<file path="src/rtl/tmr_pkg.sv">
// Shared definitions for the capture/compare timer: register offsets and
// the position of each event flag inside the internal three-bit flag vector.
package tmr_pkg;
    typedef enum logic [2:0] {
        A_CTRL = 3'd0,
        A_STAT = 3'd1,
        A_CAPH = 3'd2,
        A_CAPL = 3'd3,
        A_CMPH = 3'd4,
        A_CMPL = 3'd5,
        A_CNTH = 3'd6,
        A_CNTL = 3'd7
    } tmr_addr_e;

    // flag vector index; maps to status/control bits 7, 6, 5
    localparam int F_CAP = 2;
    localparam int F_CMP = 1;
    localparam int F_OVF = 0;
    localparam int NFLAG = 3;
endpackage

</file>
<file path="src/rtl/tmr_counter.sv">
// Free-running counter with wrap detection and a buffered low byte, so that
// a high-then-low read returns one coherent value.
// Assumes rd_hi and rd_lo are never high together.
module tmr_counter #(
    parameter int CNT_W = 16
) (
    input  logic             clk,
    input  logic             rst_n,
    input  logic             tick,
    input  logic             rd_hi,
    input  logic             rd_lo,
    output logic [CNT_W-1:0] cnt,
    output logic [CNT_W-1:0] cnt_next,
    output logic             wrap,
    output logic [CNT_W/2-1:0] lo_data
);
    localparam int BYTE_W = CNT_W / 2;

    logic [BYTE_W-1:0] lo_buf;
    logic              buf_vld;

    assign cnt_next = cnt + 1'b1;
    assign wrap     = tick && (&cnt);
    assign lo_data  = buf_vld ? lo_buf : cnt[BYTE_W-1:0];

    // advance the count on tick
    always_ff @(posedge clk) begin
        if (!rst_n)    cnt <= '0;
        else if (tick) cnt <= cnt_next;
    end

    // hold the low byte between a high read and the next low read
    always_ff @(posedge clk) begin
        if (!rst_n) begin
            lo_buf  <= '0;
            buf_vld <= 1'b0;
        end else if (rd_hi) begin
            lo_buf  <= cnt[BYTE_W-1:0];
            buf_vld <= 1'b1;
        end else if (rd_lo) begin
            buf_vld <= 1'b0;
        end
    end


    property p_hold;
        @(posedge clk) disable iff (!rst_n) !tick |=> $stable(cnt);
    endproperty
    cnt_hold_chk: assert property (p_hold);


    property p_wrap;
        @(posedge clk) disable iff (!rst_n) wrap |=> (cnt == '0);
    endproperty
    wrap_zero_chk: assert property (p_wrap);
endmodule

</file>
<file path="src/rtl/tmr_capture.sv">
// Input-capture channel: detects a change of the capture pin to the selected
// level and copies the counter. A high-byte read pauses capture until the
// low byte is read. Assumes the pin is already synchronous to clk.
module tmr_capture #(
    parameter int CNT_W = 16
) (
    input  logic             clk,
    input  logic             rst_n,
    input  logic             edge_sel,
    input  logic             pin,
    input  logic [CNT_W-1:0] cnt,
    input  logic             rd_hi,
    input  logic             rd_lo,
    output logic [CNT_W-1:0] cap_val,
    output logic             cap_evt
);
    logic pin_q;
    logic inhibit;

    assign cap_evt = (pin != pin_q) && (pin == edge_sel) && !inhibit;

    // remember the previous pin level for change detection
    always_ff @(posedge clk) begin
        if (!rst_n) pin_q <= 1'b0;
        else        pin_q <= pin;
    end

    // pause capture between a high-byte read and a low-byte read
    always_ff @(posedge clk) begin
        if (!rst_n)     inhibit <= 1'b0;
        else if (rd_lo) inhibit <= 1'b0;
        else if (rd_hi) inhibit <= 1'b1;
    end

    // store the counter on a qualified event
    always_ff @(posedge clk) begin
        if (!rst_n)       cap_val <= '0;
        else if (cap_evt) cap_val <= cnt;
    end


    property p_copy;
        @(posedge clk) disable iff (!rst_n) cap_evt |=> (cap_val == $past(cnt));
    endproperty
    cap_copy_chk: assert property (p_copy);


    property p_freeze;
        @(posedge clk) disable iff (!rst_n) (inhibit && !rd_lo) |=> $stable(cap_val);
    endproperty
    cap_freeze_chk: assert property (p_freeze);
endmodule

</file>
<file path="src/rtl/tmr_compare.sv">
// Output-compare channel: holds the compare value and flags a match when a
// tick brings the counter onto it, driving the pin to the programmed level.
// A high-byte write pauses matching until the low byte is written.
module tmr_compare #(
    parameter int CNT_W = 16
) (
    input  logic               clk,
    input  logic               rst_n,
    input  logic               tick,
    input  logic [CNT_W-1:0]   cnt_next,
    input  logic               wr_hi,
    input  logic               wr_lo,
    input  logic [CNT_W/2-1:0] wdata,
    input  logic               level,
    output logic               match,
    output logic               pin_out
);
    localparam int BYTE_W = CNT_W / 2;

    logic [CNT_W-1:0] ocr;
    logic             inhibit;

    assign match = tick && !inhibit && (cnt_next == ocr);

    // load compare bytes and track the pending-high state
    always_ff @(posedge clk) begin
        if (!rst_n) begin
            ocr     <= '0;
            inhibit <= 1'b0;
        end else if (wr_hi) begin
            ocr[CNT_W-1:BYTE_W] <= wdata;
            inhibit             <= 1'b1;
        end else if (wr_lo) begin
            ocr[BYTE_W-1:0] <= wdata;
            inhibit         <= 1'b0;
        end
    end

    // drive the pin to the programmed level on a match
    always_ff @(posedge clk) begin
        if (!rst_n)     pin_out <= 1'b0;
        else if (match) pin_out <= level;
    end


    property p_pin;
        @(posedge clk) disable iff (!rst_n) match |=> (pin_out == $past(level));
    endproperty
    cmp_pin_chk: assert property (p_pin);
endmodule

</file>
<file path="src/rtl/tmr_capcmp.sv">
// Capture/compare timer top: control and status registers, two-step flag
// clearing, read multiplexer and interrupt level.
// Assumes bus_rd and bus_wr are never high in the same cycle.
module tmr_capcmp #(
    parameter int CNT_W = 16
) (
    input  logic                 clk,
    input  logic                 rst_n,
    input  logic                 tick,
    input  logic [2:0]           bus_addr,
    input  logic                 bus_rd,
    input  logic                 bus_wr,
    input  logic [CNT_W/2-1:0]   bus_wdata,
    output logic [CNT_W/2-1:0]   bus_rdata,
    input  logic                 cap_in,
    output logic                 cmp_out,
    output logic                 irq
);
    import tmr_pkg::*;
    localparam int BYTE_W = CNT_W / 2;

    logic [NFLAG-1:0] flags, seen, en, set_v, clr_v;
    logic             lvl;
    logic             edge_sel = 1'b0;
    logic [CNT_W-1:0] cnt, cnt_next, cap_val;
    logic [BYTE_W-1:0] cnt_lo;
    logic             wrap, cap_evt, match;

    logic rd_stat, rd_caph, rd_capl, rd_cnth, rd_cntl, wr_ctrl, wr_cmph, wr_cmpl;
    assign rd_stat = bus_rd && (bus_addr == A_STAT);
    assign rd_caph = bus_rd && (bus_addr == A_CAPH);
    assign rd_capl = bus_rd && (bus_addr == A_CAPL);
    assign rd_cnth = bus_rd && (bus_addr == A_CNTH);
    assign rd_cntl = bus_rd && (bus_addr == A_CNTL);
    assign wr_ctrl = bus_wr && (bus_addr == A_CTRL);
    assign wr_cmph = bus_wr && (bus_addr == A_CMPH);
    assign wr_cmpl = bus_wr && (bus_addr == A_CMPL);

    tmr_counter #(.CNT_W(CNT_W)) u_cnt (
        .clk(clk), .rst_n(rst_n), .tick(tick), .rd_hi(rd_cnth), .rd_lo(rd_cntl),
        .cnt(cnt), .cnt_next(cnt_next), .wrap(wrap), .lo_data(cnt_lo)
    );

    tmr_capture #(.CNT_W(CNT_W)) u_cap (
        .clk(clk), .rst_n(rst_n), .edge_sel(edge_sel), .pin(cap_in), .cnt(cnt),
        .rd_hi(rd_caph), .rd_lo(rd_capl), .cap_val(cap_val), .cap_evt(cap_evt)
    );

    tmr_compare #(.CNT_W(CNT_W)) u_cmp (
        .clk(clk), .rst_n(rst_n), .tick(tick), .cnt_next(cnt_next),
        .wr_hi(wr_cmph), .wr_lo(wr_cmpl), .wdata(bus_wdata), .level(lvl),
        .match(match), .pin_out(cmp_out)
    );

    assign set_v[F_CAP] = cap_evt;
    assign set_v[F_CMP] = match;
    assign set_v[F_OVF] = wrap;
    assign clr_v[F_CAP] = rd_capl && seen[F_CAP];
    assign clr_v[F_CMP] = wr_cmpl && seen[F_CMP];
    assign clr_v[F_OVF] = rd_cntl && seen[F_OVF];

    // control bits that reset clears
    always_ff @(posedge clk) begin
        if (!rst_n) begin
            en  <= '0;
            lvl <= 1'b0;
        end else if (wr_ctrl) begin
            en  <= bus_wdata[BYTE_W-1 -: NFLAG];
            lvl <= bus_wdata[0];
        end
    end

    // capture edge select, kept across reset
    always_ff @(posedge clk) begin
        if (rst_n && wr_ctrl) edge_sel <= bus_wdata[1];
    end

    // event flags: new events win over clearing
    always_ff @(posedge clk) begin
        if (!rst_n) flags <= '0;
        else        flags <= (flags & ~clr_v) | set_v;
    end

    // record which flags a status read observed
    always_ff @(posedge clk) begin
        if (!rst_n)       seen <= '0;
        else if (rd_stat) seen <= flags;
        else              seen <= seen & ~clr_v;
    end

    // register read multiplexer
    always_comb begin
        unique case (bus_addr)
            A_CTRL:  bus_rdata = {en, {(BYTE_W-NFLAG-2){1'b0}}, edge_sel, lvl};
            A_STAT:  bus_rdata = {flags, {(BYTE_W-NFLAG){1'b0}}};
            A_CAPH:  bus_rdata = cap_val[CNT_W-1:BYTE_W];
            A_CAPL:  bus_rdata = cap_val[BYTE_W-1:0];
            A_CNTH:  bus_rdata = cnt[CNT_W-1:BYTE_W];
            A_CNTL:  bus_rdata = cnt_lo;
            default: bus_rdata = '0;
        endcase
    end

    assign irq = |(en & flags);


    property p_noclr;
        @(posedge clk) disable iff (!rst_n)
            (rd_cntl && !seen[F_OVF] && flags[F_OVF]) |=> flags[F_OVF];
    endproperty
    ovf_keep_chk: assert property (p_noclr);


    property p_irq;
        @(posedge clk) disable iff (!rst_n) irq |-> (flags != '0);
    endproperty
    irq_src_chk: assert property (p_irq);
endmodule

</file>
<file path="config.mk">
export PLATFORM = sky130hd
export DESIGN_NAME = tmr_capcmp
export DESIGN_NICKNAME = d
export VERILOG_FILES = /design/src/rtl/tmr_pkg.sv /design/src/rtl/tmr_counter.sv /design/src/rtl/tmr_capture.sv /design/src/rtl/tmr_compare.sv /design/src/rtl/tmr_capcmp.sv
export SDC_FILE = /design/constraint.sdc
export NUM_CORES = 1
export LEC_CHECK = 0
export ABC_CLOCK_PERIOD_IN_PS = 2500
export BUFFER_PORTS_ARGS = -buffer_cell sky130_fd_sc_hd__buf_4
export CAP_MARGIN = 20
export CORE_MARGIN = 2
export CORE_UTILIZATION = 50
export CTS_CLUSTER_SIZE = 24
export DETAILED_ROUTE_END_ITERATION = 8
export PLACE_DENSITY_LB_ADDON = 0.2
export SLEW_MARGIN = 20
export SYNTH_ARGS = -nofsm -noshare
export SYNTH_HDL_FRONTEND = slang
export SYNTH_HIERARCHICAL = 1
export SYNTH_SLANG_ARGS = --single-unit
</file>
<file path="constraint.sdc">
create_clock -name clk -period 2.5 [get_ports clk]
set_input_delay 0.25 -clock clk [delete_from_list [all_inputs] [get_ports clk]]
set_output_delay 0.25 -clock clk [all_outputs]
set_load 0.1 [all_outputs]
</file>
==> impl_metrics.prom, run 1 <==
# TYPE chip_impl_metric gauge
chip_impl_info{name="outcome",value="finished, final reports clean"} 1
chip_impl_metric{name="maximum_single_stage_delay_on_the_critical_path",unit="ns"} 0.49
chip_impl_metric{name="numCtsBuffers",unit=""} 9
chip_impl_metric{name="post-cts-setup-buffers",unit=""} 0
chip_impl_metric{name="power_switching_share",unit="%"} 25.3
chip_impl_metric{name="final_util",unit="%"} 57.9
chip_impl_metric{name="timing_hold_violations_final",unit=""} 0
chip_impl_metric{name="crit_required",unit="ns"} 2.76
chip_impl_metric{name="grtUsageMet2",unit="%"} 35.5
chip_impl_metric{name="flow.area_growth_from_synthesis",unit="%"} 13.6
chip_impl_metric{name="dieArea",unit="µm²"} 8520
chip_impl_metric{name="io_pins",unit=""} 27
chip_impl_info{name="grt_most_used_layer",value="met2"} 1
chip_impl_metric{name="buffer_ports.inserted",unit=""} 26
chip_impl_metric{name="cell_internal_pwr",unit="mW"} 1.74
chip_impl_metric{name="clock_path_buffers",unit=""} 2
chip_impl_metric{name="route.antenna.remaining_nets",unit=""} 0
chip_impl_metric{name="layout.nets",unit=""} 476
chip_impl_info{name="worstHoldPathType",value="primary input to flip-flop"} 1
chip_impl_metric{name="final.min_clock_period",unit="ns"} 2.37
chip_impl_metric{name="ys_async_sr_fraction",unit="%"} 0
chip_impl_metric{name="met1_usage_in_global_routing",unit="%"} 30.4
chip_impl_metric{name="post-route-period-util",unit="%"} 94.8
chip_impl_info{name="synth_largest_area_cell",value="dfxtp_1"} 1
chip_impl_metric{name="numClockSinks",unit=""} 72
chip_impl_metric{name="total_leakage_power",unit="nW"} 1.72
chip_impl_info{name="worstSetupEndpointType",value="flip-flop"} 1
chip_impl_metric{name="drt_first_pass_iters",unit=""} 4
chip_impl_metric{name="yosysTopAreaCellShare",unit="%"} 36.5
chip_impl_metric{name="globalRouteOverflowTotal",unit=""} 0
chip_impl_metric{name="final.setup_skew",unit="ns"} 0.0129
chip_impl_metric{name="cts_max_level",unit=""} 3
chip_impl_metric{name="syn-cell-area",unit="µm²"} 3900
chip_impl_metric{name="grt_pass1_wl",unit="µm"} 14800
chip_impl_metric{name="maximum_fanout_along_the_worst_path",unit=""} 7
chip_impl_metric{name="detail_route.vias_per_cell",unit=""} 5.39
chip_impl_info{name="tritoncts",value="done"} 1
chip_impl_metric{name="initial_core_util",unit="%"} 51.0
chip_impl_metric{name="syn-mean-instance-area",unit="µm²"} 9.02
chip_impl_metric{name="seq_power_share",unit="%"} 50.9
chip_impl_info{name="synth-main-ff-cell",value="dfxtp_1"} 1
chip_impl_metric{name="cap_viol_max_count",unit=""} 0
chip_impl_metric{name="grt_antenna_before_repair",unit=""} 0
chip_impl_info{name="cpMaxStageDelayCell",value="or4_1"} 1
chip_impl_info{name="worst_setup_path_start_kind",value="flip-flop"} 1
chip_impl_metric{name="final.setup.tns",unit="ns"} 0
chip_impl_metric{name="fmaxAchievable",unit="MHz"} 422
chip_impl_info{name="synth_most_common_cell",value="dfxtp_1"} 1
chip_impl_metric{name="synth-edff-count",unit=""} 1
chip_impl_metric{name="synth_sequential_area_ratio",unit="%"} 37.2
chip_impl_metric{name="synth.distinct_cells",unit=""} 56
chip_impl_metric{name="fill_cells",unit=""} 717
chip_impl_metric{name="hpwlAfterDp",unit="µm"} 6460
chip_impl_metric{name="ys_ff_latch",unit=""} 72
chip_impl_metric{name="placed_cells_incl_taps",unit=""} 549
chip_impl_metric{name="ff2ff_setup_slack",unit="ns"} 0.13
chip_impl_metric{name="post_route_cells_drive_above_1_share",unit="%"} 20.3
chip_impl_metric{name="worst-slew-pin-transition",unit="ns"} 0.546
chip_impl_metric{name="clkPwrFrac",unit="%"} 39.6
chip_impl_metric{name="pwr_density_cell",unit="nW/µm²"} 526
chip_impl_metric{name="n_antenna_cell",unit=""} 0
chip_impl_metric{name="max_slew_margin",unit="%"} 63.5
chip_impl_metric{name="post-route-drc-count",unit=""} 0
chip_impl_info{name="synth_top_cells_by_area",value="dfxtp_1, mux2i_1, nand2_1"} 1
chip_impl_metric{name="gpl.final_weighted_congestion",unit=""} 0.909
chip_impl_metric{name="vias",unit=""} 3043
chip_impl_metric{name="grt_max_degree",unit=""} 41
chip_impl_metric{name="synthesis.nets",unit=""} 450
chip_impl_metric{name="synth_warnings",unit=""} 6
chip_impl_metric{name="final_cells",unit=""} 565
chip_impl_metric{name="grt_util_all_layers",unit="%"} 22.2
chip_impl_metric{name="timing.final.max_slew_violations",unit=""} 0
chip_impl_metric{name="fp.dieW",unit="µm"} 92.3
chip_impl_metric{name="detail_route.wl_per_cell",unit="µm"} 15.8
chip_impl_metric{name="cts.reportedPaths.clkPinSlew",unit="ns"} 0.07
chip_impl_metric{name="wl",unit="µm"} 8910
chip_impl_metric{name="arrival_time_of_data_at_the_critical_path_endpoint",unit="ns"} 2.63
chip_impl_metric{name="ir_worst_vdd",unit="V"} 0.000334
chip_impl_metric{name="floorplan.core_area",unit="µm²"} 7650
chip_impl_metric{name="first_global_vias",unit=""} 2935
chip_impl_info{name="critPathKind",value="flip-flop to flip-flop"} 1
chip_impl_metric{name="worstSkewPairLatency",unit="ns"} 0.34
chip_impl_info{name="clk_root_buffer_cell",value="clkbuf_8"} 1
chip_impl_metric{name="groute.layer.met3.usage",unit="%"} 4.88
chip_impl_metric{name="drt_iter0_markers",unit=""} 152
chip_impl_info{name="path_cells",value="and4_1 -> nand2_1 -> nor2_1 -> xor2_1 -> xor2_1 -> nor4_1 -> nand4b_1 -> or4_1 -> a21oi_1"} 1
chip_impl_info{name="synth_top_cells_by_count",value="dfxtp_1, nand2_1, mux2i_1"} 1
chip_impl_metric{name="synthCells",unit=""} 432
chip_impl_metric{name="finalSetupViolCount",unit=""} 0
chip_impl_metric{name="rows",unit=""} 32
chip_impl_info{name="rsz0062_at_grt",value="true"} 1
chip_impl_info{name="critical_path.most_common_cell",value="xor2_1"} 1
chip_impl_metric{name="combPwrFrac",unit="%"} 9.5
chip_impl_metric{name="net-switching-power",unit="mW"} 0.590
chip_impl_metric{name="die_span_in_y",unit="µm"} 92.3
## logic make-up after synthesis
kind of cell | Yosys count | synth area share, %
and+or+nand+nor | 174 | 23.5
adders and majority gates | 1 | 0.321
AOI/OAI and AO/OA | 42 | 7.19
buffers and inverters | 41 | 5.55
DFF | 72 | 37.2
muxes | 61 | 17.0
xor gates and xnor gates | 41 | 9.21
## power groups by stage
stage	logic (mW)	clock network (mW)	registers, mW
global route	0.242	0.994	1.19
detailed placement	0.222	0	1.21
global placement	0.220	0	1.21
floorplan	0.164	0	1.20
CTS	0.222	0.945	1.18
finish	0.223	0.923	1.19
## repair_timing
item,in CTS,in global routing
gates resized for setup,0,5
endpoints found under the setup margin,0,3
hold buffers,0,0
## final timing paths
kind / start / end / cells past startpoint
min reg2reg: seen[2] / flags[2] / 1
max reg2reg: u_cnt/cnt[12] / u_cmp/pin_out / 9
max: u_cnt/cnt[12] / u_cmp/pin_out / 9
min: bus_wdata[1] / edge_sel / 1
## layer usage
metal / share of wire, % / up-vias
met4: 1.4 / 0
li1: - / 1541
met3: 3.9 / 10
met5: 0 / -
met2: 47 / 50
met1: 48 / 1442
## cells in the final DEF (no fill, tap or decap), types with 3 or more instances in the layout
cell	instances
nor3_1	3
nand3_1	18
mux4_2	3
mux2i_1	46
nor2b_1	12
dfxtp_2	3
a31oi_1	4
buf_4	45
nor4_1	3
xnor2_1	20
o31ai_1	3
nor2_1	29
and3_1	5
and2_1	16
nand2_1	52
inv_1	9
a21oi_1	5
clkbuf_8	10
dfxtp_1	68
mux2_2	12
o21ai_0	14
a21boi_1	3
xor2_1	21
nand4_1	10
## layout make-up
cell class	count	area (µm²)	area share [%]
multi-input cells	319	2250	50.9
flip-flops and latches	72	1460	32.9
repair buffers	46	358	8.08
clock buffers	11	141	3.19
well taps	102	128	2.88
clock inverters	5	56.3	1.27
inverters	10	37.5	0.848
## metrics by stage
step	instance area [µm²]	total power, mW	hold slack [ns]	worst slack (ns)
floorplan	3910	1.37	0.349	0.0251
global placement	4220	1.43	0.424	0.220
detailed placement	4220	1.43	0.434	0.148
CTS	4420	2.35	0.0996	0.0148
global route	4430	2.42	0.0980	-0.00892
finish	4430	2.33	0.114	0.130
## critical path, delay by kind of cell, from the launching register on
family                    cells  cell delay (ns)
DFF                           1             0.47
AOI/OAI and AO/OA             1             0.14
xor gates and xnor gates      2             0.27
and+or+nand+nor               6             1.41
## flip-flops by register name (all words and copies together), names as in the netlist, 3 cells and up
register,count
u_cmp/ocr,16
u_cnt/cnt,16
en,3
seen,3
flags,3
u_cap/cap_val,16
u_cnt/lo_buf,8
(Power assumes the default switching activity.)
==> inputs of run 2 (changes only) <==
--- a/config.mk
+++ b/config.mk
@@ -12,7 +12,7 @@
 export CORE_UTILIZATION = 50
 export CTS_CLUSTER_SIZE = 24
 export DETAILED_ROUTE_END_ITERATION = 8
-export PLACE_DENSITY_LB_ADDON = 0.2
+export PLACE_DENSITY = 0.71
 export SLEW_MARGIN = 20
 export SYNTH_ARGS = -nofsm -noshare
 export SYNTH_HDL_FRONTEND = slang
==> run 2 against run 1 <==
First-iteration DRC count up 36%. Worst hold slack improved by 0.0014 ns. Final cell count up 0.18%. Via count grew 2.0%. Setup slack improved by 0.0091 ns. Die area unchanged. Largest power group unchanged.
==> impl_metrics.prom, run 2 (synthesized netlist as in run 1, its figures left out) <==
# TYPE chip_impl_metric gauge
chip_impl_metric{name="combPwrFrac",unit="%"} 9.3
chip_impl_metric{name="post-route-period-util",unit="%"} 94.5
chip_impl_metric{name="io_pins",unit=""} 27
chip_impl_metric{name="fmaxAchievable",unit="MHz"} 423
chip_impl_metric{name="hpwlAfterDp",unit="µm"} 6290
chip_impl_metric{name="worst-slew-pin-transition",unit="ns"} 0.554
chip_impl_metric{name="die_span_in_y",unit="µm"} 92.3
chip_impl_metric{name="worst_r2r_path_depth",unit=""} 9
chip_impl_metric{name="maximum_fanout_along_the_worst_path",unit=""} 6
chip_impl_metric{name="globalRouteOverflowTotal",unit=""} 0
chip_impl_metric{name="arrival_time_of_data_at_the_critical_path_endpoint",unit="ns"} 2.11
chip_impl_metric{name="final.min_clock_period",unit="ns"} 2.36
chip_impl_metric{name="placed_area",unit="µm²"} 4210
chip_impl_info{name="worstHoldPathType",value="primary input to flip-flop"} 1
chip_impl_metric{name="post-route-drc-count",unit=""} 0
chip_impl_metric{name="initial_core_util",unit="%"} 51.0
chip_impl_info{name="reg2reg_from",value="u_cnt/cnt[5]"} 1
chip_impl_info{name="final_common_cell",value="dfxtp_1"} 1
chip_impl_metric{name="timing.final.max_slew_violations",unit=""} 0
chip_impl_metric{name="timing_hold_violations_final",unit=""} 0
chip_impl_metric{name="ff2ff_setup_slack",unit="ns"} 0.17
chip_impl_info{name="critical_path.reg2reg.endpoint",value="u_cmp/pin_out"} 1
chip_impl_metric{name="worstSkewPairLatency",unit="ns"} 0.35
chip_impl_metric{name="detail_route.vias_per_cell",unit=""} 5.48
chip_impl_metric{name="detail_route.wl_per_cell",unit="µm"} 15.7
chip_impl_metric{name="cell_area_after_layout",unit="µm²"} 4430
chip_impl_metric{name="finalSetupViolCount",unit=""} 0
chip_impl_info{name="hold_path_startpoint",value="bus_wdata[1]"} 1
chip_impl_metric{name="cts_max_level",unit=""} 3
chip_impl_metric{name="final.setup.tns",unit="ns"} 0
chip_impl_metric{name="grt_antenna_before_repair",unit=""} 0
chip_impl_metric{name="wl",unit="µm"} 8890
chip_impl_metric{name="placed_cells_incl_taps",unit=""} 550
chip_impl_metric{name="clock_path_buffers",unit=""} 2
chip_impl_metric{name="route.antenna.remaining_nets",unit=""} 0
chip_impl_info{name="worstSetupEndpointType",value="output pin"} 1
chip_impl_metric{name="vias",unit=""} 3103
chip_impl_metric{name="cap_viol_max_count",unit=""} 0
chip_impl_metric{name="clkPwrFrac",unit="%"} 41.0
chip_impl_metric{name="floorplan.core_area",unit="µm²"} 7650
chip_impl_metric{name="min_delay_path_depth",unit=""} 1
chip_impl_info{name="tritoncts",value="done"} 1
chip_impl_metric{name="numClockSinks",unit=""} 72
chip_impl_info{name="critPathLaunch",value="u_cnt/buf_vld"} 1
chip_impl_metric{name="post_route_cells_drive_above_1_share",unit="%"} 20.7
chip_impl_metric{name="gpl.final_weighted_congestion",unit=""} 0.924
chip_impl_metric{name="grt_util_all_layers",unit="%"} 22.2
chip_impl_metric{name="rows",unit=""} 32
chip_impl_metric{name="n_antenna_cell",unit=""} 0
chip_impl_metric{name="flow.area_growth_from_synthesis",unit="%"} 13.7
chip_impl_info{name="critPathKind",value="flip-flop to output pin"} 1
chip_impl_metric{name="final_cells",unit=""} 566
chip_impl_metric{name="dieArea",unit="µm²"} 8520
chip_impl_metric{name="power_switching_share",unit="%"} 24.6
chip_impl_metric{name="drt_iter0_markers",unit=""} 207
chip_impl_metric{name="drt_first_pass_iters",unit=""} 4
chip_impl_info{name="outcome",value="finished, final reports clean"} 1
chip_impl_info{name="worst_setup_path_start_kind",value="flip-flop"} 1
chip_impl_info{name="clk_root_buffer_cell",value="clkbuf_8"} 1
chip_impl_metric{name="numCtsBuffers",unit=""} 9
chip_impl_metric{name="pwr_density_cell",unit="nW/µm²"} 537
chip_impl_info{name="critical_path.endpoint",value="bus_rdata[7]"} 1
chip_impl_metric{name="first_global_vias",unit=""} 3051
chip_impl_metric{name="ir_worst_vdd",unit="V"} 0.000463
chip_impl_metric{name="final.setup_skew",unit="ns"} 0.0160
chip_impl_metric{name="final_util",unit="%"} 58.0
chip_impl_info{name="final_cell_mix",value="dfxtp_1, nand2_1, buf_4, mux2i_1, nor2_1"} 1
chip_impl_metric{name="net-switching-power",unit="mW"} 0.586
chip_impl_metric{name="layout.nets",unit=""} 477
chip_impl_metric{name="fin_hold_ws",unit="ns"} 0.115
chip_impl_metric{name="post-cts-setup-buffers",unit=""} 0
chip_impl_metric{name="post_cts_hold_buffer_count",unit=""} 0
chip_impl_metric{name="crit_required",unit="ns"} 2.25
chip_impl_metric{name="max_slew_margin",unit="%"} 63.0
chip_impl_metric{name="cell_internal_pwr",unit="mW"} 1.79
chip_impl_info{name="reg_top3",value="u_cap/cap_val x16, u_cmp/ocr x16, u_cnt/cnt x16"} 1
chip_impl_metric{name="grt_max_degree",unit=""} 47
chip_impl_metric{name="grt_pass1_wl",unit="µm"} 14900
chip_impl_metric{name="total_leakage_power",unit="nW"} 1.73
chip_impl_metric{name="seq_power_share",unit="%"} 49.7
chip_impl_metric{name="cts.reportedPaths.clkPinSlew",unit="ns"} 0.08
chip_impl_metric{name="fp.dieW",unit="µm"} 92.3
chip_impl_metric{name="buffer_ports.inserted",unit=""} 26
run 2: cell types whose count changed in the layout (fill, tap and decap cells not counted), moves of 2 or more:
cell / before / now
buf_4: 45 / 47
clkbuf_8: 10 / 12
dfxtp_2: 3 / 5
dfxtp_1: 68 / 66
run 2: routing by layer:
layer,wire (µm),track usage (%),vias to the layer above
li1,-,-,1546
met1,4160,29.2,1504
met2,4320,37.6,51
met3,377,4.80,2
met4,29,4.85,0
met5,0,0,-
run 2: through the flow:
step	setup slack (ns)	power (mW)
finish	0.139	2.38
global route	-0.00176	2.48
CTS	0.0641	2.40
detailed placement	0.0812	1.43
global placement	0.169	1.43
floorplan	0.0251	1.37
run 2: worst min path at each step:
stage	to	slack (ns)
6_report	edge_sel	0.12
3_3_place_gp	flags[2]	0.44
2_1_floorplan	edge_sel	0.35
3_5_place_dp	flags[2]	0.45
5_1_grt	edge_sel	0.09
4_1_cts	edge_sel	0.09
run 2: repair_timing:
action	in CTS	in global routing
resized for setup	0	7
setup endpoints to repair	0	2
hold endpoints to repair	0	0
run 2: layout make-up:
cell class,count,area (µm²)
Timing Repair Buffer,47,353
Clock buffer,12,165
Sequential cell,72,1460
Clock inverter,4,51.3
Multi-Input combinational cell,319,2240
Inverter,10,37.5
Fill cell,677,3210
Tap cell,102,128
run 2: power groups by stage:
stage / Clock (mW) / Sequential, mW / Combinational, mW
finish: 0.975 / 1.18 / 0.222
global route: 1.05 / 1.19 / 0.241
CTS: 0.998 / 1.18 / 0.223
detailed placement: 0 / 1.21 / 0.222
global placement: 0 / 1.21 / 0.220
floorplan: 0 / 1.20 / 0.164
run 2: worst max-delay path: stages (launching register included):
cell and delay (ns):
dfxtp_1 0.50, buf_4 0.20, mux2_2 0.33, and3_1 0.18, a21oi_1 0.17, o221ai_2 0.13, buf_4 0.25
==> inputs of run 3 (changes only) <==
--- a/config.mk
+++ b/config.mk
@@ -6,13 +6,13 @@
 export NUM_CORES = 1
 export LEC_CHECK = 0
 export ABC_CLOCK_PERIOD_IN_PS = 2500
-export BUFFER_PORTS_ARGS = -buffer_cell sky130_fd_sc_hd__buf_4
 export CAP_MARGIN = 20
 export CORE_MARGIN = 2
 export CORE_UTILIZATION = 50
 export CTS_CLUSTER_SIZE = 24
 export DETAILED_ROUTE_END_ITERATION = 8
-export PLACE_DENSITY = 0.71
+export DONT_BUFFER_PORTS = 1
+export PLACE_DENSITY = 0.68
 export SLEW_MARGIN = 20
 export SYNTH_ARGS = -nofsm -noshare
 export SYNTH_HDL_FRONTEND = slang
==> run 3 against run 2 <==
Worst hold slack worse by 0.080 ns. Clock power down 3.2%. Clock skew is 0.0097 ns lower.
==> impl_metrics.prom, run 3 (synthesized netlist as in run 1, its figures left out) <==
# TYPE chip_impl_metric gauge
chip_impl_info{name="clk_root_buffer_cell",value="clkbuf_8"} 1
chip_impl_metric{name="cts_max_level",unit=""} 3
chip_impl_metric{name="wl",unit="µm"} 8750
chip_impl_metric{name="clock_path_buffers",unit=""} 2
chip_impl_info{name="worstSetupEndpointType",value="output pin"} 1
chip_impl_metric{name="final.setup_skew",unit="ns"} 0.00634
chip_impl_metric{name="rows",unit=""} 32
chip_impl_metric{name="grt_max_degree",unit=""} 78
chip_impl_info{name="worstHoldPathType",value="primary input to flip-flop"} 1
chip_impl_metric{name="total_leakage_power",unit="nW"} 1.62
chip_impl_info{name="path_cells",value="mux2_2 -> mux4_2 -> and2_1 -> buf_4"} 1
chip_impl_metric{name="final.min_clock_period",unit="ns"} 2.32
chip_impl_metric{name="maximum_single_stage_delay_on_the_critical_path",unit="ns"} 0.48
chip_impl_info{name="final_common_cell",value="dfxtp_1"} 1
chip_impl_info{name="critPathKind",value="flip-flop to output pin"} 1
chip_impl_metric{name="worstSkewPairLatency",unit="ns"} 0.35
chip_impl_info{name="rsz0062_at_grt",value="false"} 1
chip_impl_metric{name="buffer_ports.inserted",unit=""} 0
chip_impl_metric{name="crit_required",unit="ns"} 2.25
chip_impl_info{name="outcome",value="finished, final reports clean"} 1
chip_impl_metric{name="fp.dieW",unit="µm"} 92.3
chip_impl_metric{name="die_span_in_y",unit="µm"} 92.3
chip_impl_metric{name="globalRouteOverflowTotal",unit=""} 0
chip_impl_metric{name="fin_total_pwr",unit="mW"} 2.29
chip_impl_metric{name="flow.area_growth_from_synthesis",unit="%"} 10.3
chip_impl_metric{name="numCtsBuffers",unit=""} 9
chip_impl_metric{name="initial_core_util",unit="%"} 51.0
chip_impl_metric{name="drt_iter0_markers",unit=""} 180
chip_impl_metric{name="grt_antenna_before_repair",unit=""} 0
chip_impl_info{name="worst_setup_path_start_kind",value="flip-flop"} 1
chip_impl_metric{name="fmaxAchievable",unit="MHz"} 430
chip_impl_metric{name="n_antenna_cell",unit=""} 0
chip_impl_metric{name="drt_first_pass_iters",unit=""} 5
chip_impl_info{name="hold_path_startpoint",value="cap_in"} 1
chip_impl_metric{name="detail_route.vias_per_cell",unit=""} 5.53
chip_impl_metric{name="post-route-period-util",unit="%"} 92.9
chip_impl_metric{name="combPwrFrac",unit="%"} 6.9
chip_impl_metric{name="floorplan.core_area",unit="µm²"} 7650
chip_impl_metric{name="power_switching_share",unit="%"} 24.5
chip_impl_metric{name="max_slew_margin",unit="%"} 24.3
chip_impl_metric{name="post_route_cells_drive_above_1_share",unit="%"} 17.8
chip_impl_metric{name="clkPwrFrac",unit="%"} 41.3
chip_impl_info{name="reg_top3",value="u_cap/cap_val x16, u_cmp/ocr x16, u_cnt/cnt x16"} 1
chip_impl_metric{name="post-cts-setup-buffers",unit=""} 0
chip_impl_metric{name="cell_internal_pwr",unit="mW"} 1.73
chip_impl_info{name="final_cell_mix",value="dfxtp_1, nand2_1, mux2i_1, nor2_1, buf_4"} 1
chip_impl_metric{name="post-route-drc-count",unit=""} 0
chip_impl_metric{name="timing.final.max_slew_violations",unit=""} 0
chip_impl_metric{name="gpl.final_weighted_congestion",unit=""} 0.950
chip_impl_metric{name="vias",unit=""} 3013
chip_impl_metric{name="net-switching-power",unit="mW"} 0.561
chip_impl_metric{name="final.setup.tns",unit="ns"} 0
chip_impl_metric{name="finalSetupViolCount",unit=""} 0
chip_impl_metric{name="arrival_time_of_data_at_the_critical_path_endpoint",unit="ns"} 2.07
chip_impl_metric{name="worst-slew-pin-transition",unit="ns"} 1.13
chip_impl_metric{name="numClockSinks",unit=""} 72
chip_impl_metric{name="io_pins",unit=""} 27
chip_impl_metric{name="layout.nets",unit=""} 456
chip_impl_metric{name="grt_util_all_layers",unit="%"} 21.5
chip_impl_metric{name="grt_pass1_wl",unit="µm"} 14400
chip_impl_metric{name="route.antenna.remaining_nets",unit=""} 0
chip_impl_metric{name="cap_viol_max_count",unit=""} 0
chip_impl_metric{name="timing_hold_violations_final",unit=""} 0
chip_impl_info{name="critPathLaunch",value="u_cnt/buf_vld"} 1
chip_impl_info{name="tritoncts",value="done"} 1
chip_impl_metric{name="hpwlAfterDp",unit="µm"} 6090
chip_impl_metric{name="first_global_vias",unit=""} 2921
chip_impl_metric{name="ir_worst_vdd",unit="V"} 0.000287
chip_impl_info{name="reg2reg_from",value="u_cnt/cnt[7]"} 1
chip_impl_metric{name="seq_power_share",unit="%"} 51.8
chip_impl_metric{name="dieArea",unit="µm²"} 8520
chip_impl_metric{name="detail_route.wl_per_cell",unit="µm"} 16.0
chip_impl_info{name="cpMaxStageDelayCell",value="dfxtp_2"} 1
chip_impl_metric{name="cts.reportedPaths.clkPinSlew",unit="ns"} 0.08
chip_impl_metric{name="maximum_fanout_along_the_worst_path",unit=""} 10
chip_impl_metric{name="pwr_density_cell",unit="nW/µm²"} 532
-- run 3: cell types whose count changed in the layout (fill, tap and decap cells not counted), moves of 2 or more --
cell       change
o2bb2ai_2      +2
dfxtp_1        +2
nor2_2         +2
nor2_1         -2
buf_4         -22
clkbuf_8       -2
o2bb2ai_1      -2
dfxtp_2        -2
-- run 3: path summary, 6_finish.rpt --
path	slack (ns)	endpoint	cells after the start
worst max register to register	0.19	u_cmp/pin_out	9
worst max-delay path	0.18	bus_rdata[4]	4
worst min register to register	0.44	flags[1]	1
worst min-delay path	0.04	u_cap/pin_q	1
-- run 3: worst max-delay path: cells and delay by family (launching register included) --
kind / cells / cell delay (ns)
muxes: 2 / 0.85
DFF: 1 / 0.48
buffers and inverters: 1 / 0.22
and+or+nand+nor: 1 / 0.17
-- run 3: final cells by class --
class                   count  area (µm²)
clock inverters             6        67.6
inverters                  10        37.5
repair buffers             26         198
clock buffers              10         138
flip-flops and latches     72        1460
multi-input cells         319        2270
fillers                   700        3350
well taps                 102         128
-- run 3: what timing repair did --
| item | CTS | global route |
|---|---|---|
| setup endpoints to repair | 0 | 5 |
| hold endpoints to repair | 1 | 0 |
| hold buffers | 1 | 0 |
| gates resized for setup | 0 | 7 |
-- run 3: layer usage --
metal  global-route usage (%)  vias up  part of all wire, %
li1                         -     1510                    -
met1                     29.3     1423                   48
met2                     33.9       63                   46
met3                     5.29       17                  5.1
met4                     6.47        0                  1.6
met5                        0        -                    0
-- run 3: per-stage QoR --
stage	hold slack, ns	util (%)	instance area (µm²)	setup slack (ns)	instances
6_report	0.0351	56.2	4300	0.176	545
5_1_grt	0.0142	56.2	4300	0.00280	545
4_1_cts	0.0197	55.9	4280	0.0385	545
3_5_place_dp	0.349	53.1	4060	0.0745	528
3_3_place_gp	0.349	53.1	4060	0.194	528
2_1_floorplan	0.349	-	3910	0.0251	432
-- run 3: power by group through the flow --
| stage | clock (mW) | combinational (mW) | sequential (mW) |
|---|---|---|---|
| 6_report | 0.944 | 0.159 | 1.18 |
| 5_1_grt | 1.01 | 0.171 | 1.19 |
| 4_1_cts | 0.959 | 0.158 | 1.18 |
| 3_5_place_dp | 0 | 0.156 | 1.21 |
| 3_3_place_gp | 0 | 0.153 | 1.21 |
| 2_1_floorplan | 0 | 0.164 | 1.20 |
